## src/rtl/pwm_seq_pkg.sv

```systemverilog
package pwm_seq_pkg;
  localparam int unsigned DT_W_DEF = 8;

  typedef enum logic [1:0] {
    PH_LOW  = 2'd0,
    PH_RISE = 2'd1,
    PH_HIGH = 2'd2,
    PH_FALL = 2'd3
  } phase_st_t;
endpackage

```

## src/rtl/pwm_edge_det.sv

```systemverilog
module pwm_edge_det (
  input  logic clk,
  input  logic rst,
  input  logic sig_i,
  output logic fall_o
);
  logic prev_q;

  always_ff @(posedge clk) begin
    if (rst) prev_q <= 1'b0;
    else     prev_q <= sig_i;
  end

  assign fall_o = prev_q & ~sig_i;
endmodule

```

## src/rtl/pwm_reset_latch.sv

```systemverilog
module pwm_reset_latch (
  input  logic clk,
  input  logic rst,
  input  logic fall_i,
  input  logic trip_i,
  input  logic saturate_i,
  output logic on_o,
  output logic ramp_dis_o
);
  logic kill;
  logic on_q;
  logic dis_q;

  assign kill = trip_i & ~saturate_i;

  always_ff @(posedge clk) begin
    if (rst) begin
      on_q  <= 1'b0;
      dis_q <= 1'b1;
    end else if (kill) begin
      on_q  <= 1'b0;
      dis_q <= 1'b1;
    end else if (fall_i) begin
      on_q  <= 1'b1;
      dis_q <= 1'b0;
    end
  end

  assign on_o       = on_q;
  assign ramp_dis_o = dis_q;

  AST_KILL_CLEARS: assert property (@(posedge clk) disable iff (rst)
    kill |=> !on_o);
  AST_KILL_DISCHARGE: assert property (@(posedge clk) disable iff (rst)
    kill |=> ramp_dis_o);
  AST_FALL_SETS: assert property (@(posedge clk) disable iff (rst)
    (fall_i && !kill) |=> (on_o && !ramp_dis_o));
  AST_SAT_HOLDS: assert property (@(posedge clk) disable iff (rst)
    (saturate_i && on_o) |=> on_o);
endmodule

```

## src/rtl/pwm_deadtime_fsm.sv

```systemverilog
module pwm_deadtime_fsm
  import pwm_seq_pkg::*;
#(
  parameter int unsigned DT_W = DT_W_DEF
) (
  input  logic            clk,
  input  logic            rst,
  input  logic            demand_i,
  input  logic [DT_W-1:0] dead_i,
  output logic            gate_hi_o,
  output logic            gate_lo_o
);
  localparam logic [DT_W-1:0] CNT_ONE = DT_W'(1);

  phase_st_t       st_q, st_n;
  logic [DT_W-1:0] cnt_q, cnt_n;
  logic            hi_q, lo_q;
  logic            no_gap;

  assign no_gap = (dead_i == '0);

  always_comb begin
    st_n  = st_q;
    cnt_n = cnt_q;
    unique case (st_q)
      PH_LOW: begin
        if (demand_i) begin
          if (no_gap) st_n = PH_HIGH;
          else begin
            st_n  = PH_RISE;
            cnt_n = CNT_ONE;
          end
        end
      end
      PH_RISE: begin
        if (!demand_i) begin
          st_n  = PH_FALL;
          cnt_n = CNT_ONE;
        end else if (cnt_q >= dead_i) begin
          st_n = PH_HIGH;
        end else begin
          cnt_n = cnt_q + CNT_ONE;
        end
      end
      PH_HIGH: begin
        if (!demand_i) begin
          if (no_gap) st_n = PH_LOW;
          else begin
            st_n  = PH_FALL;
            cnt_n = CNT_ONE;
          end
        end
      end
      PH_FALL: begin
        if (demand_i) begin
          st_n  = PH_RISE;
          cnt_n = CNT_ONE;
        end else if (cnt_q >= dead_i) begin
          st_n = PH_LOW;
        end else begin
          cnt_n = cnt_q + CNT_ONE;
        end
      end
      default: st_n = PH_FALL;
    endcase
  end

  always_ff @(posedge clk) begin
    if (rst) begin
      st_q  <= PH_FALL;
      cnt_q <= CNT_ONE;
      hi_q  <= 1'b0;
      lo_q  <= 1'b0;
    end else begin
      st_q  <= st_n;
      cnt_q <= cnt_n;
      hi_q  <= (st_n == PH_HIGH);
      lo_q  <= (st_n == PH_LOW);
    end
  end

  assign gate_hi_o = hi_q;
  assign gate_lo_o = lo_q;

  AST_NEVER_BOTH: assert property (@(posedge clk) disable iff (rst)
    !(gate_hi_o && gate_lo_o));
  AST_HI_AFTER_GAP: assert property (@(posedge clk) disable iff (rst)
    ($rose(gate_hi_o) && $past(dead_i) != '0) |-> !$past(gate_lo_o));
  AST_LO_AFTER_GAP: assert property (@(posedge clk) disable iff (rst)
    ($rose(gate_lo_o) && $past(dead_i) != '0) |-> !$past(gate_hi_o));
  AST_ABORT_NO_HI: assert property (@(posedge clk) disable iff (rst)
    (st_q == PH_RISE && !demand_i) |=> !gate_hi_o);
endmodule

```

## src/rtl/pwm_phase_seq.sv

```systemverilog
module pwm_phase_seq
  import pwm_seq_pkg::*;
#(
  parameter int unsigned DT_W = DT_W_DEF
) (
  input  logic            clk,
  input  logic            rst,
  input  logic            clk_pulse_i,
  input  logic            trip_i,
  input  logic            saturate_i,
  input  logic [DT_W-1:0] dead_cnt_i,
  output logic            gate_hi_o,
  output logic            gate_lo_o,
  output logic            ramp_dis_o
);
  logic fall;
  logic demand;

  pwm_edge_det u_edge (
    .clk    (clk),
    .rst    (rst),
    .sig_i  (clk_pulse_i),
    .fall_o (fall)
  );

  pwm_reset_latch u_latch (
    .clk        (clk),
    .rst        (rst),
    .fall_i     (fall),
    .trip_i     (trip_i),
    .saturate_i (saturate_i),
    .on_o       (demand),
    .ramp_dis_o (ramp_dis_o)
  );

  pwm_deadtime_fsm #(.DT_W(DT_W)) u_fsm (
    .clk       (clk),
    .rst       (rst),
    .demand_i  (demand),
    .dead_i    (dead_cnt_i),
    .gate_hi_o (gate_hi_o),
    .gate_lo_o (gate_lo_o)
  );

  AST_RESET_SAFE: assert property (@(posedge clk)
    $past(rst) |-> (!gate_hi_o && !gate_lo_o && ramp_dis_o));
endmodule

```

## config.mk

```make
export PLATFORM = sky130hd
export DESIGN_NAME = pwm_phase_seq
export DESIGN_NICKNAME = d
export VERILOG_FILES = /design/src/rtl/pwm_seq_pkg.sv /design/src/rtl/pwm_edge_det.sv /design/src/rtl/pwm_reset_latch.sv /design/src/rtl/pwm_deadtime_fsm.sv /design/src/rtl/pwm_phase_seq.sv
export SDC_FILE = /design/constraint.sdc
export NUM_CORES = 1
export LEC_CHECK = 0
export BUFFER_PORTS_ARGS = -buffer_cell sky130_fd_sc_hd__buf_2
export CAP_MARGIN = 20
export CORE_ASPECT_RATIO = 0.7
export CORE_MARGIN = 10
export CORE_UTILIZATION = 30
export CTS_BUF_LIST = sky130_fd_sc_hd__clkbuf_8
export CTS_CLUSTER_SIZE = 12
export DETAILED_ROUTE_END_ITERATION = 10
export GPL_TIMING_DRIVEN = 0
export PLACE_DENSITY = 0.55
export SETUP_SLACK_MARGIN = 0.3
export SLEW_MARGIN = 40
export SYNTH_ARGS = -nofsm -noshare
export SYNTH_HDL_FRONTEND = slang
export SYNTH_SLANG_ARGS = --single-unit
```

## constraint.sdc

```tcl
create_clock -name clk -period 5.05 [get_ports clk]
set_input_delay 0.2525 -clock clk [delete_from_list [all_inputs] [get_ports clk]]
set_output_delay 0.2525 -clock clk [all_outputs]
set_load 0.01 [all_outputs]
```

**Yosys cells after proc, flatten, opt, wreduce, memory -nomap -nowiden**

Index checks and enable logic that the tools add are counted.

- Flip-flop bits (word level): 15
- Word-level logic and storage cells: 40
- Output and inout bits: 3

- $lt $le $gt $ge: 1
- Eq/ne operators: 6
- Reductions and logical operators: 5
- Mux-type cells: 16
- Add/sub/neg operators: 1
- Bitwise gates (word level): 4

Operators by type and width:

| operator | number |
|---|---|
| $mux 8 | 6 |
| $pmux 8 s4 | 1 |
| $mux 2 | 8 |
| $add 8x1->8 const B | 1 |
| $ge 8x8->1 | 1 |
| $logic_not 8->1 | 1 |
| $pmux 2 s4 | 1 |
| $eq 2x2->1 const B | 3 |
| $logic_not 2->1 | 2 |
| $ne 2x2->1 const B | 2 |
| $and 1x1->1 | 2 |
| $eq 2x1->1 const B | 1 |
| $not 1->1 | 2 |
| $reduce_and 2->1 | 1 |
| $reduce_or 2->1 | 1 |

**Logic depth before layout (Yosys ltp)**

Gate-level depths: netlist of run 1.

- Word-level depth: 5
- Gate-level depth with buffers: 8
- Mapped depth without buffers: 7

**Modules after synthesis**

Synthesis of run 1 repeated with hierarchy kept, for this count alone.

- Cells, all modules: 113
- Area total of the unflattened synthesis: 963.4 µm²

By module, submodules not included:

| module | seq. area each (µm²) | cells an instance | instances | area each (µm²) |
|---|---|---|---|---|
| pwm_deadtime_fsm | 240.2 | 103 | 1 | 859.6 |
| pwm_reset_latch | 40.0 | 7 | 1 | 68.8 |
| pwm_edge_det | 20.0 | 3 | 1 | 35.0 |

**Worst setup path before layout of run 1**

Ideal clock, no wire load.

- Kind: reg2reg
- Start point: reg u_fsm.cnt_q[2]
- End point: reg u_fsm.cnt_q[7]
- Cell stages (with the launch flop): 7
- Setup time: 0.120 ns
- Clock period less this slack: 1.998 ns
- Arrival: 1.878 ns
- Path slack: 3.052 ns
- Path buffers: 0
- Cell sequence: dfxtp_1 -> ha_1 -> or4_4 -> a21oi_2 -> o31ai_2 -> o311a_1 -> a211o_1

- Word-level cells in the longest chain between the ends: 4
- Elaborated cells between the ends (all ways): 6
- Those cells by class: 1 x add/sub; 1 x order compare; 4 x mux

RTL lines:

| element | RTL line | text |
|---|---|---|
| start: declaration | pwm_deadtime_fsm.sv:16 | `logic [DT_W-1:0] cnt_q, cnt_n;` |
| start signal: assignment | pwm_deadtime_fsm.sv:76 | `cnt_q <= cnt_n;` |
| $add 8x1->8 or $ge 8x8->1 (tied branches) | -- |  |
| $mux 8 (*) | pwm_deadtime_fsm.sv:39, pwm_deadtime_fsm.sv:58 |  |
| $mux 8 (on tied branches) | pwm_deadtime_fsm.sv:55, pwm_deadtime_fsm.sv:36 |  |
| $pmux 8 s4 (*) | pwm_deadtime_fsm.sv:25 | `unique case (st_q)` |

Mark *: on every way between the ends. The rest lies on a longest branch, timed or not.
A chain may end at the register's enable or synchronous reset.

**Worst setup path in the final report of run 1**

- Start point: reg u_fsm.cnt_q[0]
- End point: reg u_fsm.hi_q, in the netlist u_fsm.gate_hi_o

- Word-level cells in the longest chain between the ends: 5
- Elaborated cells between the ends (all ways): 7
- Those cells by class: 1 x order compare; 1 x eq/ne; 5 x mux

RTL lines:

| element | RTL line | text |
|---|---|---|
| $ge 8x8->1 (*) | pwm_deadtime_fsm.sv:39, pwm_deadtime_fsm.sv:58 |  |
| $mux 2 (on tied branches) | pwm_deadtime_fsm.sv:58, pwm_deadtime_fsm.sv:39 |  |
| $mux 2 (on tied branches) | pwm_deadtime_fsm.sv:55, pwm_deadtime_fsm.sv:36 |  |
| $pmux 2 s4 (*) | pwm_deadtime_fsm.sv:25 |  |
| $eq 2x2->1 (*) | pwm_deadtime_fsm.sv:77 | `hi_q <= (st_n == PH_HIGH);` |
| end signal: assignment | pwm_deadtime_fsm.sv:77 |  |
| end: declaration | pwm_deadtime_fsm.sv:17 | `logic hi_q, lo_q;` |

Marked as above.

==> run summary, run 1 <==
unrepaired setup endpoints after global routing = no
hpwl dp = 1840 um
async set-or-reset flop fraction in the synthesized netlist = 0%
# port buffers = 14
data required time of the critical path = 5.22 ns
Slew Limit Fails = 0
Worst Hold Class = primary input to flop
CTS resizes = 0
Peak Freq = 434.9 MHz
register area share after synthesis = 30.69%
GR Util met2 = 14.21%
Post-Syn Area per Cell = 8.292 um2
vias in the first global route = 911
DR WL/cell = 13.57 um
DRC = 0
Power Dens Cells = 241.9 nW/um2
area delta synth->final = 16.75%
Worst Setup Start Kind = flop
Die X = 88.26 um
vias per std cell = 5.305
final setup violation count = 0
TNS Setup = 0 ns
total CTS buffers = 3
met1 usage = 9.796%
core area = 3148 um2
Die Height = 67.78 um
diode count = 0
Worst Tran Pin Value = 0.6996 ns
Hold Vio Cnt, Final = 0
ranking of synthesized cells by area = dfxtp_1 31%, ha_1 12%, inv_1 5.0%
Pleak = 0.0005086 uW
total track usage = 8.475%
final WL = 2361 um
clock-pin slew on the worst setup and hold paths = 0.07 ns
Slew headroom = 53.08%
drt first pass iters = 4
Layout Skew = 0.006098 ns
postcts setup bufs = 0
clk root buf = clkbuf_8
critical path endpoint category = flop
htree depth = 1
CTS Hold Buffers Added = 0
Hold WS = 0.2353 ns
Synth Cell Area = 978.4 um2
busiest grt layer = met2
crit path DAT = 2.47 ns
Yosys top cell by area = dfxtp_1
largest net degree at the start of global routing = 11
Yosys reg bits = 15
global route overflow = 0
Max FO, Critical Path = 10
first-pass GRT wire length = 4008 um
crit path time final = 2.299 ns
I/O pins = 16
top post-synthesis cells by count = 15 x dfxtp_1, 13 x inv_1, 10 x nand2_1
drt initial violations = 59
area share of the largest cell type after synthesis = 30.69%
Tcrit/Tclk final = 45.53%
final net count = 159
Netlist cell types = 38
met3 Usage GRT = 2.644%
Final ANT Viol Nets = 0
Max rail drop VDD = 0.1004 mV
total clock sinks = 15
status = finished clean
RePlAce Congestion = 0.8374
Post-Syn Nets = 140
Top FF cell, synth = dfxtp_1
initial antenna violation count = 0
die area = 5982 um2
number of synthesized flops with an enable pin = 0
Clk Latency, worst-skew pair = 0.25 ns
FP Rows = 17
CTS max path bufs = 2
Vias = 923
Max-Cap Viols = 0
Initial Utilization = 31.08%
top-count cell post-synth = dfxtp_1
TritonCTS clock tree = yes
warnings from Yosys = 0
share of cells above drive strength 1 = 17.65%
Mapped Cells = 118
CP Class = flop to flop
[cell families after synthesis]
logic type	Yosys count	share of synthesized area (%)
compound gates	28	20.71
xor+xnor	2	1.791
fa+ha+maj	9	11.51
buf+inv	19	7.417
flops	15	30.69
mux	3	3.069
simple gates	42	24.81
[per-layer routing]
layer  routed length, um  vias to the layer above
li1                    -                      467
met2                1176                       19
met1                1042                      433
met5                   0                        -
met3                 109                        4
met4                  32                        0
[metrics by stage]
step	total power [uW]	instances	worst slack (ns)	instance area [um2]	util (%)
after global routing	296.4	174	2.530	1142	36.29
after CTS	280.9	174	2.729	1142	36.29
final	276.3	174	2.751	1142	36.29
after detailed placement	180.3	170	2.759	1096	34.82
after global placement	178.6	170	2.743	1096	34.82
after floorplan	165.4	118	3.052	978.4	-
[area by class of cell]
| type | instances | area, um2 |
|---|---|---|
| Multi-Input combinational cell | 84 | 605.6 |
| Buffer | 6 | 23.77 |
| Timing Repair Buffer | 14 | 70.07 |
| Tap cell | 38 | 47.55 |
| Clock inverter | 1 | 5.005 |
| Sequential cell | 15 | 300.3 |
| Fill cell | 336 | 2006 |
| Inverter | 13 | 48.80 |
| Clock buffer | 3 | 41.29 |
[power by group]
part	leakage, uW	internal [uW]	switching (uW)
Combinational	0.000361	21.8	24.1
Clock	0.0000255	54.7	44.1
Sequential	0.000122	124	7.58
[sequential cells by signal, indices dropped and copies added, names as in the netlist]
name                cells
u_edge.prev_q           1
u_fsm.cnt_q             8
u_latch.ramp_dis_o      1
u_fsm.gate_hi_o         1
u_fsm.gate_lo_o         1
u_latch.on_o            1
u_fsm.st_q              2
[cell usage in the layout, fill, tap and decap left out, types with 3 or more instances in the layout]
master,count
buf_2,15
dfxtp_1,15
inv_1,13
nand2_1,10
ha_1,9
nand3_1,8
a21oi_1,7
clkbuf_1,5
nor4_1,4
or3_1,3
o211ai_1,3
a211oi_1,3
mux2i_1,3
nand4_1,3
clkbuf_8,3
[worst max-delay path, stage by stage, from the launching register on]
cell and delay (ns):
dfxtp_1 0.45, inv_1 0.07, ha_1 0.26, nand2b_1 0.12, a21oi_2 0.06, o31ai_2 0.61
buf_2 0.35, a31oi_1 0.11, nor3b_1 0.18
[path summary, 6_finish.rpt]
path | slack [ns] | cells after the start | from | endpoint
worst max-delay path | 2.75 | 8 | u_fsm.cnt_q[0]$_SDFFE_PP1P_ | u_fsm.gate_hi_o$_SDFF_PP0_
worst min-delay path | 0.24 | 2 | clk_pulse_i | u_edge.prev_q$_SDFF_PP0_
worst max register to register | 2.75 | 8 | u_fsm.cnt_q[0]$_SDFFE_PP1P_ | u_fsm.gate_hi_o$_SDFF_PP0_
worst min register to register | 0.48 | 2 | u_latch.ramp_dis_o$_SDFFE_PP1P_ | u_latch.ramp_dis_o$_SDFFE_PP1P_
(Power assumes the default switching activity.)
==> run 2: changes to the inputs <==
clock period = 2.29 ns   (was 5.05 ns; I/O delays follow)
==> run 2 against run 1 <==
  * Via count is 3.6% higher
  * Non-clock buffer count is 4 higher
  * Worst setup slack worse by 2.5 ns
  * Largest power group unchanged
  * Critical path depth is 2 lower
  * Hold slack worse by 0.14 ns
  * Flip-flop and latch count stayed put
  * Routed wire length is 7.8% higher
  * Count of clock-buffer cells in the layout stayed put
  * Critical path type unchanged
  * Global-route usage is 0.15 points higher
  * Clock power is 130% higher
  * Register-to-register slack worse by 2.5 ns
==> run summary, run 2 (synthesis gave the netlist of run 1 again) <==
Die Height = 67.78 um (unchanged)
Worst Tran Pin Value = 0.7088 ns (was 0.6996 ns)
top layer used by detailed routing = met4 (unchanged)
first-pass GRT wire length = 4098 um (was 4008 um)
status = finished clean (unchanged)
most common cell after layout, fill and taps aside = buf_2
Max rail drop VDD = 0.2160 mV (was 0.1004 mV)
crit path DAT = 2.19 ns (was 2.47 ns)
RePlAce Congestion = 0.8513 (was 0.8374)
critical path endpoint category = flop (unchanged)
Slowest-stage cell, CP = or4_4 (was o31ai_2)
hpwl dp = 1826 um (was 1840 um)
total CTS buffers = 3 (unchanged)
Hold Vio Cnt, Final = 0 (unchanged)
initial antenna violation count = 0 (unchanged)
Power Dens Cells = 515.5 nW/um2 (was 241.9 nW/um2)
final net count = 164 (was 159)
Tot Pwr = 658.5 uW (was 276.3 uW)
final WL = 2544 um (was 2361 um)
DR WL/cell = 14.21 um (was 13.57 um)
largest net degree at the start of global routing = 11 (unchanged)
most frequent cells in the layout = 14 x buf_2, 13 x inv_1, 11 x dfxtp_1, 10 x nand2_1 (was 15 x buf_2, 15 x dfxtp_1, 13 x inv_1, 10 x nand2_1, 9 x ha_1)
Worst Hold Class = primary input to flop (unchanged)
Layout Skew = 0.01132 ns (was 0.006098 ns)
Slew headroom = 52.64% (was 53.08%)
diode count = 0 (unchanged)
Max-Cap Viols = 0 (unchanged)
CP Class = flop to flop (unchanged)
die area = 5982 um2 (unchanged)
vias in the first global route = 858 (was 911)
met3 wire len = 111 um (was 109 um)
vias per std cell = 5.341 (was 5.305)
crit path time final = 2.012 ns (was 2.299 ns)
TNS Setup = 0 ns (unchanged)
global route overflow = 0 (unchanged)
htree depth = 1 (unchanged)
Clk Latency, worst-skew pair = 0.26 ns (was 0.25 ns)
I/O pins = 16 (unchanged)
CP Cell Sequence = ha_4 > or4_4 > a21oi_4 > o31ai_2 > or4_1 > nand3_1 (was inv_1 > ha_1 > nand2b_1 > a21oi_2 > o31ai_2 > buf_2 > a31oi_1 > nor3b_1)
Pleak = 0.0005461 uW (was 0.0005086 uW)
total clock sinks = 15 (unchanged)
DRC = 0 (unchanged)
Die X = 88.26 um (unchanged)
Vias = 956 (was 923)
clk root buf = clkbuf_8 (unchanged)
Final ANT Viol Nets = 0 (unchanged)
total track usage = 8.624% (was 8.475%)
Peak Freq = 497.1 MHz (was 434.9 MHz)
# port buffers = 14 (unchanged)
Slew Limit Fails = 0 (unchanged)
clock-pin slew on the worst setup and hold paths = 0.07 ns (about the same)
FP Rows = 17 (unchanged)
final setup violation count = 0 (unchanged)
share of cells above drive strength 1 = 29.79% (was 17.65%)
Regs by FF count = u_fsm.cnt_q x8, u_fsm.st_q x2 (unchanged)
area delta synth->final = 30.56% (was 16.75%)
Met1 Wirelength = 1186 um (was 1042 um)
drt first pass iters = 4 (unchanged)
max reg flops = 8 (unchanged)
Tcrit/Tclk final = 87.85% (was 45.53%)
CTS Hold Buffers Added = 0 (unchanged)
data required time of the critical path = 2.47 ns (was 5.22 ns)
Reg with most FFs = u_fsm.cnt_q (unchanged)
drt initial violations = 82 (was 59)
unrepaired setup endpoints after global routing = yes (was no)
Initial Utilization = 31.08% (unchanged)
Largest stage delay, worst path = 0.53 ns (was 0.61 ns)
Worst Setup Start Kind = flop (unchanged)
core area = 3148 um2 (unchanged)
metal2 WL = 1205 um (was 1176 um)
CTS max path bufs = 2 (unchanged)
Max FO, Critical Path = 4 (was 10)
TritonCTS clock tree = yes (unchanged)
## run 2: cell count changes in the layout (fill, tap and decap cells not counted), moves of 2 or more
cell | before | now
dfxtp_1 | 15 | 11
dfxtp_2 | 0 | 2
a21oi_1 | 7 | 5
a21oi_4 | 0 | 2
ha_1 | 9 | 7
buf_4 | 0 | 4
dfxtp_4 | 0 | 2
## run 2: power breakdown
group | switching [uW] | internal (uW)
clock | 101 | 122
sequential | 11.1 | 276
combinational | 82.6 | 66.0
## run 2: routing by layer
metal  vias to the layer above  global-route usage (%)
met5                         -                       0
met4                         0                   2.811
met3                         6                   2.404
met2                        20                   13.84
met1                       441                   10.95
li1                        489                       -
## run 2: path summary, 6_finish.rpt
check	depth (start not counted)	endpoint	start	slack, ns
max	6	u_fsm.cnt_q[4]$_SDFFE_PP0P_	u_fsm.cnt_q[2]$_SDFFE_PP0P_	0.28
min reg2reg	2	u_latch.ramp_dis_o$_SDFFE_PP1P_	u_latch.ramp_dis_o$_SDFFE_PP1P_	0.48
min	2	u_edge.prev_q$_SDFF_PP0_	clk_pulse_i	0.1
max reg2reg	6	u_fsm.cnt_q[4]$_SDFFE_PP0P_	u_fsm.cnt_q[2]$_SDFFE_PP0P_	0.28
## run 2: critical path, delay by kind of cell, from the launching register on
| kind | cells | cell delay, ns |
|---|---|---|
| compound gates | 2 | 0.34 |
| flops | 1 | 0.35 |
| simple gates | 3 | 1.08 |
| fa+ha+maj | 1 | 0.15 |
## run 2: repair_timing
| action | CTS | global route |
|---|---|---|
| pin swaps | 5 | 8 |
| gates resized for setup | 12 | 6 |
| endpoints found under the setup margin | 10 | 11 |
| setup buffers | 3 | 0 |
| gates cloned | 1 | 1 |
## run 2: cell type report
cell class | count | area, um2
buffer | 6 | 30.03
clock buffer | 3 | 41.29
clock inverter | 1 | 7.507
fill | 320 | 1871
inverter | 13 | 48.80
multi-input combinational | 85 | 691.9
sequential | 15 | 310.3
tap | 38 | 47.55
timing repair buffer | 18 | 100.1
## run 2: per-stage QoR
stage / cell area [um2] / hold slack, ns / utilization (%) / worst slack [ns] / std cells
3_5_place_dp: 1117 / 0.3514 / 35.49 / 0.1655 / 170
3_3_place_gp: 1117 / 0.3562 / 35.49 / 0.1799 / 170
2_1_floorplan: 999.7 / 0.2427 / - / 0.3470 / 118
4_1_cts: 1246 / 0.09539 / 39.59 / 0.2650 / 178
5_1_grt: 1277 / 0.1027 / 40.58 / 0.2020 / 179
6_report: 1277 / 0.09752 / 40.58 / 0.2783 / 179
